### config.mk
export PLATFORM = sky130hd
export DESIGN_NAME = rxs_status_ctrl
export DESIGN_NICKNAME = d
export VERILOG_FILES = /design/src/rtl/rxs_pkg.sv /design/src/rtl/rxs_rdv_track.sv /design/src/rtl/rxs_err_bank.sv /design/src/rtl/rxs_req_gen.sv /design/src/rtl/rxs_status_ctrl.sv
export SDC_FILE = /design/constraint.sdc
export NUM_CORES = 1
export LEC_CHECK = 0
export ABC_AREA = 1
export BUFFER_PORTS_ARGS = -buffer_cell sky130_fd_sc_hd__buf_2
export CAP_MARGIN = 20
export CORE_MARGIN = 2
export CORE_UTILIZATION = 26
export CTS_BUF_LIST = sky130_fd_sc_hd__clkbuf_16
export CTS_CLUSTER_SIZE = 16
export DETAILED_ROUTE_END_ITERATION = 12
export PLACE_DENSITY = 0.83
export SYNTH_ARGS = -nofsm -noshare
export SYNTH_HDL_FRONTEND = slang
export SYNTH_SLANG_ARGS = --single-unit
### constraint.sdc
create_clock -name clk_i -period 1.3 [get_ports clk_i]
set_input_delay 0.26 -clock clk_i [delete_from_list [all_inputs] [get_ports clk_i]]
set_output_delay 0.26 -clock clk_i [all_outputs]
set_load 0.01 [all_outputs]
### src/rtl/rxs_pkg.sv
package rxs_pkg;
  localparam int unsigned RXS_NFLAG = 4;
  localparam int unsigned RXS_NERR  = RXS_NFLAG - 1;
  localparam int unsigned RXS_RDV   = 0;

  typedef enum logic [1:0] {
    RXM_OFF  = 2'b00,
    RXM_IRQ  = 2'b01,
    RXM_DMA0 = 2'b10,
    RXM_DMA1 = 2'b11
  } rx_mode_e;
endpackage

### src/rtl/rxs_rdv_track.sv
module rxs_rdv_track (
  input  logic clk_i,
  input  logic rst_ni,
  input  logic fifo_vld_i,
  input  logic hold_vld_i,
  input  logic src_hold_i,
  input  logic data_rd_i,
  output logic rdv_o
);
  logic sel_vld;
  assign sel_vld = src_hold_i ? hold_vld_i : fifo_vld_i;

  // a read masks the flag for one cycle; a still-valid source re-arms it
  always_ff @(posedge clk_i or negedge rst_ni) begin
    if (!rst_ni) rdv_o <= 1'b0;
    else         rdv_o <= sel_vld & ~data_rd_i;
  end
endmodule

### src/rtl/rxs_err_bank.sv
module rxs_err_bank #(
  parameter int unsigned NERR = 3
) (
  input  logic            clk_i,
  input  logic            rst_ni,
  input  logic [NERR-1:0] evt_i,
  input  logic [NERR-1:0] clr_i,
  output logic [NERR-1:0] flag_o
);
  for (genvar k = 0; k < NERR; k++) begin : g_flag
    // set has priority over write-1-to-clear
    always_ff @(posedge clk_i or negedge rst_ni) begin
      if (!rst_ni)       flag_o[k] <= 1'b0;
      else if (evt_i[k]) flag_o[k] <= 1'b1;
      else if (clr_i[k]) flag_o[k] <= 1'b0;
    end
  end
endmodule

### src/rtl/rxs_req_gen.sv
module rxs_req_gen
  import rxs_pkg::*;
#(
  parameter int unsigned NFLAG   = RXS_NFLAG,
  parameter bit          OUT_REG = 1'b0
) (
  input  logic             clk_i,
  input  logic             rst_ni,
  input  logic [NFLAG-1:0] flags_i,
  input  logic [NFLAG-1:0] irq_en_i,
  input  rx_mode_e         mode_i,
  output logic             irq_o,
  output logic             dma_o
);
  logic irq_c, dma_c, rdv_irq;

  assign rdv_irq = flags_i[RXS_RDV] & irq_en_i[RXS_RDV] & (mode_i == RXM_IRQ);
  assign irq_c   = rdv_irq | (|(flags_i[NFLAG-1:1] & irq_en_i[NFLAG-1:1]));
  assign dma_c   = flags_i[RXS_RDV] & ((mode_i == RXM_DMA0) | (mode_i == RXM_DMA1));

  if (OUT_REG) begin : g_reg
    always_ff @(posedge clk_i or negedge rst_ni) begin
      if (!rst_ni) begin
        irq_o <= 1'b0;
        dma_o <= 1'b0;
      end else begin
        irq_o <= irq_c;
        dma_o <= dma_c;
      end
    end
  end else begin : g_comb
    logic unused_clk;
    assign unused_clk = clk_i ^ rst_ni;
    assign irq_o = irq_c;
    assign dma_o = dma_c;
  end
endmodule

### src/rtl/rxs_status_ctrl.sv
module rxs_status_ctrl
  import rxs_pkg::*;
#(
  parameter int unsigned DATA_W  = 32,
  parameter bit          OUT_REG = 1'b0
) (
  input  logic              clk_i,
  input  logic              rst_ni,
  input  logic              fifo_vld_i,
  input  logic              hold_vld_i,
  input  logic              src_hold_i,
  input  logic              data_rd_i,
  input  logic              break_evt_i,
  input  logic              frame_evt_i,
  input  logic              parity_evt_i,
  input  logic              reg_wr_i,
  input  logic [DATA_W-1:0] reg_wdata_i,
  input  logic [1:0]        rx_mode_i,
  input  logic [3:0]        irq_en_i,
  output logic [DATA_W-1:0] stat_o,
  output logic              irq_o,
  output logic              dma_req_o
);
  logic [RXS_NFLAG-1:0] flags;
  logic [RXS_NERR-1:0]  err_evt, err_clr;
  logic                 unused_wdata;

  // bit 0 of the write data is not a clear; upper bits are reserved
  assign unused_wdata = reg_wdata_i[0] ^ (^reg_wdata_i[DATA_W-1:RXS_NFLAG]);

  assign err_evt = {parity_evt_i, frame_evt_i, break_evt_i};
  assign err_clr = {RXS_NERR{reg_wr_i}} & reg_wdata_i[RXS_NFLAG-1:1];

  rxs_rdv_track u_rdv (
    .clk_i      (clk_i),
    .rst_ni     (rst_ni),
    .fifo_vld_i (fifo_vld_i),
    .hold_vld_i (hold_vld_i),
    .src_hold_i (src_hold_i),
    .data_rd_i  (data_rd_i),
    .rdv_o      (flags[RXS_RDV])
  );

  rxs_err_bank #(.NERR(RXS_NERR)) u_err (
    .clk_i  (clk_i),
    .rst_ni (rst_ni),
    .evt_i  (err_evt),
    .clr_i  (err_clr),
    .flag_o (flags[RXS_NFLAG-1:1])
  );

  rxs_req_gen #(.NFLAG(RXS_NFLAG), .OUT_REG(OUT_REG)) u_req (
    .clk_i    (clk_i),
    .rst_ni   (rst_ni),
    .flags_i  (flags),
    .irq_en_i (irq_en_i),
    .mode_i   (rx_mode_e'(rx_mode_i)),
    .irq_o    (irq_o),
    .dma_o    (dma_req_o)
  );

  assign stat_o = {{(DATA_W-RXS_NFLAG){1'b0}}, flags};
endmodule

==> results.ini <==
[power]
power.leakage_nw=0.3457
vdd_drop_max_mv=0.5826
p_per_area_nw_per_um2=1337

[routing]
drt_pass1_iterations=3
num_vias=346
drcViolationCount=0
drt_iter0_markers=4
vias_per_cell=3.495
avgRoutedWirePerCell_um=7.323
drt_wl_total_um=725
drtAntennaViolNets=0

[logic_synthesis]
synthAdderAreaFrac=0
synthDistinctLibCells=9
synth.area.top_cells=buf_4 (52%), dfrtp_1 (24%), nand2_1 (9.9%)
async_reset_ff_frac=1.000
postSynthCellCount=55
synth_ff_type=dfrtp_1
synth_top_family_by_area=buffers and inverters
synth-simple-area-share=0.1235
synth_top_cell_by_area=buf_4
synth_compound_area_frac=0.06627
synth_edf_count=0
syn_area_per_cell_sq_um=7.553
synth_area_sq_um=415.4
yosysWarningCount=0
yosysMostFrequentCell=buf_4
synth_seq_area_share=0.2410
ys_seq_elements=4
ys_top_cells_by_count=buf_4 (29), nand2_1 (11), dfrtp_1 (4), inv_1 (4), a21o_1 (3)
synthXorXnorAreaFrac=0
synth.area.mux_share=0
netlist.area_leader.share=0.5241

[clock_tree]
cts_sinks=4
ctsResizeCount=0
cts_tree=yes
cts-root-buf=clkbuf_16
clock_latency_ns=0.22
max-clock-path-buffers=2
clkTransAtPathRegs_ns=0.03
cts_buffers=3
htreeDepth=1

[timing]
drv_slew=0
report.final.hold_viol_count=0
clock.fmax_ghz=0.8132
setup_viol=0
rsz0062_at_grt=true
fin_crit_sh=0.9460
timing.final.ws_setup_ns=0.07025
final.setup_skew_ns=0
finalSetupTns_ns=0
period_needed_ns=1.230

[floorplan]
die_area_sq_um=1933
start_util=0.2757
pin_count=82
coreArea_sq_um=1506
die_y_um=43.97
rows=14
die_x_um=43.97

[setup_path]
reg2regPathDepth=2
arrival_ns=0.97
crit_required_ns=1.04
path_class=reg2out
critPathMaxFanout=3
crit_path_end_kind=output port
crit_path_start_kind=flip-flop

[job]
max_cap_viol_count=0

[global_route]
gr-usage-all-layers=0.07222
grt.overflow.total=0
grt_max_degree=5
grt_pass1_vias=250
grt_first_pass_wirelength_um=986
antenna_found_initial=0

[cells_and_area]
utilization=0.3580
nNetsFinal=133
n_fill_cell=165
area_growth_pct=29.82
drive_gt1_frac=0.3494
diodes=0

[placement]
place.gp.congestion=0.5650
dp_slack_ns=0.2789
numPortBuffers=24
dp.final_hpwl_um=622.3

[hold_path]
holdCritPathClass=in2reg
worstHoldPathCells=2

[outcome]
status=finished, final reports clean

[final timing paths]
check	start	to	slack (ns)
worst max register to register	u_err.flag_o[1]	u_err.flag_o[1]	0.50
worst min-delay path	data_rd_i	u_rdv.rdv_o	0.19
max in group asynchronous	rst_ni	u_rdv.rdv_o	0.79
worst max-delay path	u_err.flag_o[0]	irq_o	0.07
worst min register to register	u_err.flag_o[0]	u_err.flag_o[0]	0.52
min in group asynchronous	rst_ni	u_err.flag_o[0]	0.40
[cell type report]
cell class / instances / area [sq um] / area share
well taps: 16 / 20.02 / 0.03712
clock buffers: 3 / 75.07 / 0.1392
multi-input cells: 45 / 183.9 / 0.3411
flip-flops and latches: 4 / 100.1 / 0.1856
inverters: 4 / 15.01 / 0.02784
repair buffers: 27 / 145.1 / 0.2691
[what timing repair did]
| action | in CTS | in global routing |
|---|---|---|
| hold buffers | 1 | 0 |
| setup buffers | 0 | 2 |
| endpoints found under the setup margin | 0 | 1 |
| endpoints found under the hold margin | 4 | 0 |
[worst max-delay path, cell delays in order, from the launching register on]
cell,delay [ns]
dfrtp_1,0.39
nand2_1,0.06
inv_1,0.03
nor2_1,0.09
nand2_1,0.05
buf_2,0.13
[flip-flops by register name, summed over array words and instances (netlist names)]
register	cells
u_err.flag_o	3
u_rdv.rdv_o	1
[per-stage QoR]
stage	power, mW	cell area (sq um)	hold slack (ns)	instances
CTS	0.7185	524.3	0.1939	97
global route	0.7663	539.3	0.2031	99
finish	0.7213	539.3	0.1942	99
global placement	0.2410	439.2	0.06565	93
floorplan	0.2644	516.7	-0.03559	82
detailed placement	0.2440	439.2	0.06717	93
[metal layers]
metal | up-vias | share of wire | track usage
met1 | 149 | 0.29 | 0.05793
met4 | 0 | 0 | 0.01818
li1 | 166 | - | -
met2 | 31 | 0.54 | 0.1471
met3 | 0 | 0.16 | 0.03750
met5 | - | 0 | 0
[cell usage in the layout, fill, tap and decap left out]
cell type      instances
nand4_1                1
conb_1                28
dfrtp_1                4
dlygate4sd3_1          1
a21o_1                 3
nand2_1               11
a21oi_1                1
buf_2                 24
inv_1                  4
clkbuf_16              3
buf_4                  2
nor2_1                 1
[logic make-up (layout without fill, tap and decap cells)]
group           Yosys count  count (layout)
buf+inv                  33              34
simple gates             13              13
compound gates            4               4
flops                     4               4
other cells               1              28
[where the power goes]
part	total, mW	internal (mW)	switching [mW]
logic	0.112	0.0435	0.0684
registers	0.140	0.134	0.00604
clock network	0.470	0.392	0.0775
Power figures use the tool's default switching activity.
